### src/rtl/stack_xfer_seq.sv
module stack_xfer_seq #(
  parameter logic [15:0] RESET_PC     = 16'h0200,
  parameter logic [7:0]  RESET_SP     = 8'hFF,
  parameter logic [7:0]  RESET_STATUS = 8'h00
) (
  input  logic        clk,
  input  logic        rst_n,
  input  logic        start,
  input  logic [7:0]  opcode,
  input  logic [15:0] jsr_target,
  input  logic        irq,
  input  logic        nmi,
  output logic        mem_en,
  output logic        mem_we,
  output logic [15:0] mem_addr,
  output logic [7:0]  mem_wdata,
  input  logic [7:0]  mem_rdata,
  output logic [15:0] pc,
  output logic [7:0]  sp,
  output logic [7:0]  status,
  output logic        busy,
  output logic        done
);
  localparam logic [7:0]  STACK_PAGE = 8'h01;
  localparam logic [15:0] VEC_MASK   = 16'hFFFE;
  localparam logic [15:0] VEC_NMI    = 16'hFFFA;
  localparam int          BIT_I      = 2;
  localparam int          BIT_B      = 4;

  typedef enum logic [2:0] {K_BRK, K_JSR, K_RTI, K_RTS, K_IRQ, K_NMI} kind_t;

  logic        active, done_q, nmi_q, nmi_pend, last;
  kind_t       kind;
  logic [2:0]  step;
  logic [7:0]  lo_q, sp_q, st_q;
  logic [15:0] pc_q, tgt_q;

  wire nmi_rise = nmi & ~nmi_q;
  wire nmi_req  = nmi_pend | nmi_rise;
  wire irq_ok   = irq & ~st_q[BIT_I];
  wire op_ok    = ~opcode[7] & (opcode[4:0] == 5'd0);
  wire take_nmi = ~active & nmi_req;
  wire take_irq = ~active & ~nmi_req & irq_ok;
  wire take_op  = ~active & ~nmi_req & ~irq_ok & start & op_ok;
  wire is_push  = (kind == K_BRK) | (kind == K_IRQ) | (kind == K_NMI);
  wire is_pull  = (kind == K_RTI) | (kind == K_RTS);
  wire [15:0] ret = pc_q - 16'd1;
  wire [15:0] vec = (kind == K_NMI) ? VEC_NMI : VEC_MASK;
  wire [7:0]  sp_up = sp_q + 8'd1;

  always_comb begin
    mem_we    = 1'b0;
    mem_addr  = {STACK_PAGE, sp_q};
    mem_wdata = 8'h00;
    last      = 1'b0;
    if (is_push) begin
      case (step)
        3'd0: begin mem_we = 1'b1; mem_wdata = pc_q[15:8]; end
        3'd1: begin mem_we = 1'b1; mem_wdata = pc_q[7:0]; end
        3'd2: begin mem_we = 1'b1; mem_wdata = st_q; end
        3'd3: mem_addr = vec;
        default: begin mem_addr = vec | 16'd1; last = 1'b1; end
      endcase
    end else if (kind == K_JSR) begin
      mem_we    = 1'b1;
      mem_wdata = (step == 3'd0) ? ret[15:8] : ret[7:0];
      last      = (step != 3'd0);
    end else begin
      mem_addr = {STACK_PAGE, sp_up};
      last     = (kind == K_RTS) ? (step == 3'd1) : (step == 3'd2);
    end
    mem_we = mem_we & active;
    last   = last & active;
  end

  always_ff @(posedge clk) begin
    if (!rst_n) begin
      active   <= 1'b0;
      done_q   <= 1'b0;
      nmi_q    <= 1'b0;
      nmi_pend <= 1'b0;
      kind     <= K_BRK;
      step     <= 3'd0;
      lo_q     <= 8'h00;
      tgt_q    <= 16'h0000;
      pc_q     <= RESET_PC;
      sp_q     <= RESET_SP;
      st_q     <= RESET_STATUS;
    end else begin
      nmi_q    <= nmi;
      nmi_pend <= (nmi_pend | nmi_rise) & ~take_nmi;
      done_q   <= last;
      if (take_nmi || take_irq || take_op) begin
        active <= 1'b1;
        step   <= 3'd0;
        tgt_q  <= jsr_target;
        if (take_nmi)      kind <= K_NMI;
        else if (take_irq) kind <= K_IRQ;
        else               kind <= kind_t'({1'b0, opcode[6:5]});
      end
      if (active) begin
        step <= step + 3'd1;
        if (mem_we)  sp_q <= sp_q - 8'd1;
        if (is_pull) sp_q <= sp_up;
        if (last)    active <= 1'b0;
        case (kind)
          K_JSR: if (last) pc_q <= tgt_q;
          K_RTS: if (step == 3'd0) lo_q <= mem_rdata;
                 else pc_q <= {mem_rdata, lo_q} + 16'd1;
          K_RTI: if (step == 3'd0) st_q <= mem_rdata;
                 else if (step == 3'd1) lo_q <= mem_rdata;
                 else pc_q <= {mem_rdata, lo_q};
          default: begin
            if (step == 3'd3) lo_q <= mem_rdata;
            if (last) begin
              pc_q <= {mem_rdata, lo_q};
              if (kind == K_BRK) st_q[BIT_B] <= 1'b1;
              if (kind == K_IRQ) st_q[BIT_I] <= 1'b1;
            end
          end
        endcase
      end
    end
  end

  assign mem_en = active;
  assign pc     = pc_q;
  assign sp     = sp_q;
  assign status = st_q;
  assign busy   = active;
  assign done   = done_q;
endmodule

### config.mk
export PLATFORM = sky130hd
export DESIGN_NAME = stack_xfer_seq
export DESIGN_NICKNAME = d
export VERILOG_FILES = /design/src/rtl/stack_xfer_seq.sv
export SDC_FILE = /design/constraint.sdc
export NUM_CORES = 1
export LEC_CHECK = 0
export BUFFER_PORTS_ARGS = -buffer_cell sky130_fd_sc_hd__buf_2
export CORE_MARGIN = 2
export CORE_UTILIZATION = 40
export CTS_BUF_LIST = sky130_fd_sc_hd__clkbuf_4 sky130_fd_sc_hd__clkbuf_8 sky130_fd_sc_hd__clkbuf_16
export DETAILED_ROUTE_END_ITERATION = 10
export GPL_ROUTABILITY_DRIVEN = 1
export SLEW_MARGIN = 0
export SYNTH_ARGS = -nofsm -noshare
export SYNTH_HDL_FRONTEND = slang
export SYNTH_SLANG_ARGS = --single-unit
### constraint.sdc
create_clock -name clk -period 6.06 [get_ports clk]
set_clock_uncertainty 0.1 [all_clocks]
set_input_delay 0.606 -clock clk [delete_from_list [all_inputs] [get_ports clk]]
set_output_delay 0.606 -clock clk [all_outputs]
set_load 0.005 [all_outputs]
==> results.cfg, run 1 <==
[finish]
flow.area_growth_from_synthesis_pct = 14.1
design.final.nets = 669
diodes = 0
number_of_fill_cells = 1099
final_area_um2 = 4980
drive_gt1_frac = 0.213
finish.utilization = 0.463

[setup_path]
worst_setup_path_class = flop to primary output
critical-path-top-delay-family = compound AO/OA/AOI/OAI gates
r2r.worst_path.cells = 5
r2r_start = busy$_SDFF_PN0_
regToRegEndpoint = pc[0]$_SDFFE_PN0P_
crit_buf_inv = 2
crit_slowest_cell = sky130_fd_sc_hd__o311ai_0
critPathMaxStageDelay_ps = 990
worst-path-max-fanout = 14
reg2reg_setup_slack_ps = 3300
crit_arrival_ps = 2770
worstPathCellList = inv_1 > ha_1 > o311ai_0 > nor2_1 > a31oi_1 > o21ai_0 > buf_2
timing.critical_path.from_type = flop
cp_data_required_time_ps = 5350
worst_setup_path_end_kind = primary output

[clocking]
worst_skew_pair.late_latency_ps = 360
clkSinkCount = 66
number_of_clock_buffers_inserted_by_tritoncts = 9
postCtsResizedCells = 0
htree_num_levels = 3
cts_tree = built
cts_hold_buf = 0
postCtsSetupRepairBufs = 0
clk_pin_slew_worst_paths_ps = 80
cts_root_buf = sky130_fd_sc_hd__clkbuf_8
clockBufferDepth = 2

[die]
floorplan.initialDensity = 0.406
floorplan.rows = 38
io_pins = 97
die_height_um = 108
die-area_um2 = 11800
placeable_core_area_um2 = 10700
fp.dieW_um = 108

[timing]
slew_headroom = 0.231
fin_crit_sh = 0.574
rsz0062_at_grt = false
setup-violations-final = 0
period_needed_ps = 3480
timing_worst_slew_pin_value_ps = 1150
hold_slack_ps = 355
timing.fmax_mhz = 287
final_hold_viol_count = 0
slew_violations = 0
timing.setup.tns_ps = 0

[drt]
route.detailed.vias_per_inst = 5.79
vias = 4450
wl_per_cell_um = 17.1
wirelength_um = 13100
drc_errors = 0
first_pass_iters = 6
dr.first_iter.drc_count = 315
drt.antenna.violating_nets = 0

[global_route]
grt_antenna_before_repair = 0
first_global_vias = 3971
grt_remaining_overflow = 0
grt_first_pass_wirelength_um = 20600
grt_max_degree = 47
track_usage = 0.225

[place]
detailed_place.area_um2 = 4770
final_wtd_congestion = 0.921
portBuffers = 95
hpwl_um = 9660

[power_and_ir_drop]
vdd_ir_drop_max_v = 0.0000913
leakagePower_nw = 1.90
p_per_area_nw_per_um2 = 205

[outcome]
run_status = finished clean

[synth]
seq_total_area_yosys = 0.303
synth_async_sr_flop_share = 0
synthCells = 570
post_synth.cell_area_avg_um2 = 7.65
yosys_cell_types = 69
ys.flop_type = sky130_fd_sc_hd__dfxtp_1
ys.warnings.count = 0
postSynthNetCount = 616
synth_edf_count = 0
netlist_area_um2 = 4360
yosys_register_bits = 66

[min_path]
min_from = tgt_q[2]$_SDFFE_PN0P_
timing.hold.worst_path_depth = 2
hold_path_end = tgt_q[2]$_SDFFE_PN0P_
holdCritPathClass = flop to flop

[flow_run]
timing.max_cap.violations = 0
routing by layer:
layer  GRT usage  share of wire  routed length, um  vias to the layer above
li1            -              -                  -                     2176
met1       0.305           0.46               6010                     2081
met2       0.345           0.46               5970                      171
met3      0.0573          0.066                867                       22
met4      0.0778          0.020                262                        0
met5           0              0                  0                        -
worst min-delay path, stage by stage, from the launching register on:
cell,delay [ps]
sky130_fd_sc_hd__dfxtp_1,310
sky130_fd_sc_hd__nand2_1,50
sky130_fd_sc_hd__a21oi_1,50
cell usage after synthesis (all sizes together) (14+ instances only):
master	instances	share of area
nand3	21	0.024
dfxtp	66	0.30
nand2	68	0.059
xor2	14	0.028
buf	21	0.031
nor2	47	0.041
inv	14	0.012
mux2i	16	0.037
nor3	15	0.020
a21oi	50	0.058
o21ai	31	0.036
clkbuf	35	0.030
worst max path at each step:
stage,start,endpoint,slack [ps],cells past startpoint
after global routing,step[0]$_SDFFE_PN0P_,mem_wdata[6],2390,7
after CTS,step[0]$_SDFFE_PN0P_,mem_wdata[4],2590,7
after detailed placement,step[0]$_SDFFE_PN0P_,mem_wdata[4],3000,7
after floorplan,step[0]$_SDFFE_PN0P_,mem_wdata[4],3490,7
final,step[0]$_SDFFE_PN0P_,mem_wdata[4],2580,7
after global placement,step[0]$_SDFFE_PN0P_,mem_wdata[4],3050,7
stage by stage:
stage | total power [mW] | std cells | worst slack, ps
2_1_floorplan | 0.586 | 570 | 3490
3_3_place_gp | 0.634 | 752 | 3050
3_5_place_dp | 0.636 | 752 | 3000
4_1_cts | 1.03 | 768 | 2590
5_1_grt | 1.07 | 768 | 2390
6_report | 1.02 | 768 | 2580
final cells by class:
type | count | area (um2) | share of cell area
timing repair buffer | 98 | 498 | 0.100
tap | 140 | 175 | 0.0352
multi-input combinational | 434 | 2720 | 0.547
inverter | 14 | 52.6 | 0.0106
sequential | 66 | 1320 | 0.266
clock inverter | 5 | 52.6 | 0.0106
clock buffer | 11 | 151 | 0.0304
sequential cells by signal, indices dropped and copies added (netlist names):
register	cells
step	3
done	1
sp	8
pc	16
tgt_q	16
nmi_pend	1
nmi_q	1
kind	3
status	8
busy	1
lo_q	8
kinds of logic after synthesis:
kind of cell    count (synthesis)  synth area share
simple gates                  222             0.262
compound gates                158             0.240
flops                          66             0.303
other cells                     1          0.000860
xor+xnor                       24            0.0482
fa+ha+maj                       9            0.0258
buf+inv                        70            0.0728
mux                            20            0.0470
where the power goes:
part	total, mW	switching [mW]	internal (mW)
Sequential	0.468	0.0204	0.448
Clock	0.389	0.179	0.210
Combinational	0.160	0.0991	0.0609
Total	1.02	0.298	0.719
cells in the final DEF, fill, tap and decap left out, types with 3 or more instances in the layout:
master	Yosys	final
sky130_fd_sc_hd__buf_2	8	95
sky130_fd_sc_hd__nand2_1	68	68
sky130_fd_sc_hd__dfxtp_1	66	65
sky130_fd_sc_hd__a21oi_1	49	49
sky130_fd_sc_hd__nor2_1	46	46
sky130_fd_sc_hd__o21ai_0	27	27
sky130_fd_sc_hd__nand3_1	21	21
sky130_fd_sc_hd__mux2i_1	16	16
sky130_fd_sc_hd__xor2_1	14	14
sky130_fd_sc_hd__nor3_1	13	13
sky130_fd_sc_hd__inv_1	13	12
sky130_fd_sc_hd__nand4_1	12	12
sky130_fd_sc_hd__o211ai_1	12	12
sky130_fd_sc_hd__clkbuf_8	0	11
sky130_fd_sc_hd__xnor2_1	10	10
sky130_fd_sc_hd__ha_1	9	9
sky130_fd_sc_hd__a222oi_1	8	8
sky130_fd_sc_hd__o22ai_1	8	8
sky130_fd_sc_hd__nor3b_1	8	8
sky130_fd_sc_hd__nor4_1	7	7
sky130_fd_sc_hd__a31oi_1	7	7
sky130_fd_sc_hd__nor2b_1	6	6
sky130_fd_sc_hd__o31ai_1	6	6
sky130_fd_sc_hd__a211oi_1	6	6
sky130_fd_sc_hd__a221oi_1	6	6
sky130_fd_sc_hd__and2_1	6	6
sky130_fd_sc_hd__and3_1	5	5
sky130_fd_sc_hd__nand2b_1	5	5
sky130_fd_sc_hd__o21ai_1	4	4
sky130_fd_sc_hd__nand3b_1	4	4
sky130_fd_sc_hd__or3_1	4	4
sky130_fd_sc_hd__mux2_2	4	4
sky130_fd_sc_hd__and4_1	3	3
sky130_fd_sc_hd__o2111ai_1	3	3
sky130_fd_sc_hd__clkinv_2	0	3
sky130_fd_sc_hd__buf_4	8	3
No activity file was read; power rests on OpenSTA's default activity.
==> run 2, diff against run 1 <==
Clock period 6.06 ns to 3.23 ns, I/O delays scaled along.
==> run 2 against run 1 <==
Net effect:
- clock power increased by 78%
- combinational power is 97% higher
- cell count increased by 0.65%
- sequential power up 86%
- die area unchanged
- critical path depth down 1
- hold slack worse by 260 ps
- setup slack worse by 2200 ps
- total power is 85% higher
==> results.cfg, run 2 (synthesized netlist as in run 1, its figures left out) <==
[die]
io_pins = 97
fp.dieW_um = 108
placeable_core_area_um2 = 10700
floorplan.rows = 38
die-area_um2 = 11800
die_height_um = 108
floorplan.initialDensity = 0.406

[clocking]
clk_pin_slew_worst_paths_ps = 80
number_of_clock_buffers_inserted_by_tritoncts = 9
postCtsSetupRepairBufs = 0
postCtsResizedCells = 0
clkSinkCount = 66
cts_tree = built
htree_num_levels = 3
worst_skew_pair.late_latency_ps = 350
cts_hold_buf = 0
cts_root_buf = sky130_fd_sc_hd__clkbuf_8
clockBufferDepth = 2

[finish]
final_area_um2 = 5000
drive_gt1_frac = 0.220
layout.cells.most_common = sky130_fd_sc_hd__buf_2
flow.area_growth_from_synthesis_pct = 14.7
design.final.nets = 674
most-common-layout-cells = 95 x sky130_fd_sc_hd__buf_2, 68 x sky130_fd_sc_hd__nand2_1, 65 x sky130_fd_sc_hd__dfxtp_1, 49 x sky130_fd_sc_hd__a21oi_1, 46 x sky130_fd_sc_hd__nor2_1
diodes = 0

[setup_path]
crit_slowest_cell = sky130_fd_sc_hd__o21ai_1
timing.critical_path.mode_cell = sky130_fd_sc_hd__inv_1
worst_setup_path_end_kind = primary output
worst_setup_path_class = flop to primary output
crit_arrival_ps = 2460
timing.critical_path.from_type = flop
cp_data_required_time_ps = 2810
critPathMaxStageDelay_ps = 550
worst-path-max-fanout = 14
worstPathCellList = inv_1 > ha_1 > o21ai_0 > o21ai_1 > inv_1 > buf_2

[drt]
route.detailed.vias_per_inst = 5.93
wl_per_cell_um = 17.5
first_pass_iters = 8
drt.antenna.violating_nets = 0
wirelength_um = 13600
drc_errors = 0
dr.first_iter.drc_count = 314
vias = 4583

[timing]
rsz0062_at_grt = false
slew_headroom = 0.256
setup-violations-final = 0
fin_crit_sh = 0.894
timing_worst_slew_pin_value_ps = 1120
timing.setup.tns_ps = 0
timing.fmax_mhz = 346
final_hold_viol_count = 0
period_needed_ps = 2890
slew_violations = 0

[power_and_ir_drop]
totalPowerFinal_mw = 1.88
leakagePower_nw = 1.92
vdd_ir_drop_max_v = 0.000144
p_per_area_nw_per_um2 = 376

[place]
portBuffers = 95
final_wtd_congestion = 0.972
hpwl_um = 9930
detailed_place.area_um2 = 4810

[global_route]
grt_antenna_before_repair = 0
first_global_vias = 4119
grt_first_pass_wirelength_um = 21700
track_usage = 0.234
grt_remaining_overflow = 0
grt_max_degree = 46

[min_path]
holdCritPathClass = input port to flop

[outcome]
run_status = finished clean

[flow_run]
timing.max_cap.violations = 0
[run 2: cell types whose count changed in the layout (fill, tap and decap cells not counted), sizes merged]
cell	previous run	this run
inv	13	14
buf	98	103
clkbuf	11	9
clkinv	4	5
[run 2: final timing paths]
kind,startpoint,to,slack (ps),cells past startpoint
max,step[0]$_SDFFE_PN0P_,mem_addr[12],340,6
min,nmi,nmi_q$_SDFF_PN0_,100,2
max reg2reg,step[1]$_SDFFE_PN0P_,status[2]$_SDFFE_PN0P_,570,7
min reg2reg,tgt_q[2]$_SDFFE_PN0P_,tgt_q[2]$_SDFFE_PN0P_,350,2
[run 2: area by class of cell]
class                   instances  area (um2)
fillers                      1133        5740
multi-input cells             434        2720
flip-flops and latches         66        1320
repair buffers                103         536
well taps                     140         175
clock buffers                   9         124
clock inverters                 7        70.1
inverters                      14        52.6
[run 2: worst max-delay path, delay by kind of cell, from the launching register on]
family / cells / cell delay, ps
buffers and inverters: 3 / 480
adders and majority gates: 1 / 470
DFF: 1 / 350
AOI/OAI and AO/OA: 2 / 820
[run 2: stage by stage]
step | hold WS, ps | utilization | std cells | setup WS (ps)
2_1_floorplan | 332 | - | 570 | 944
3_3_place_gp | 342 | 0.448 | 757 | 758
3_5_place_dp | 344 | 0.448 | 757 | 646
4_1_cts | 87.9 | 0.466 | 773 | 366
5_1_grt | 108 | 0.466 | 773 | 143
6_report | 100 | 0.466 | 773 | 343
[run 2: routing by layer]
| layer | vias up | GRT usage | wire (um) |
|---|---|---|---|
| li1 | 2186 | - | - |
| met1 | 2181 | 0.320 | 5990 |
| met2 | 197 | 0.365 | 6260 |
| met3 | 19 | 0.0555 | 1140 |
| met4 | 0 | 0.0733 | 173 |
| met5 | - | 0 | 0 |
[run 2: power breakdown]
part	total, mW	switching, mW	internal [mW]
registers	0.871	0.0308	0.840
clock network	0.692	0.338	0.355
logic	0.315	0.196	0.119
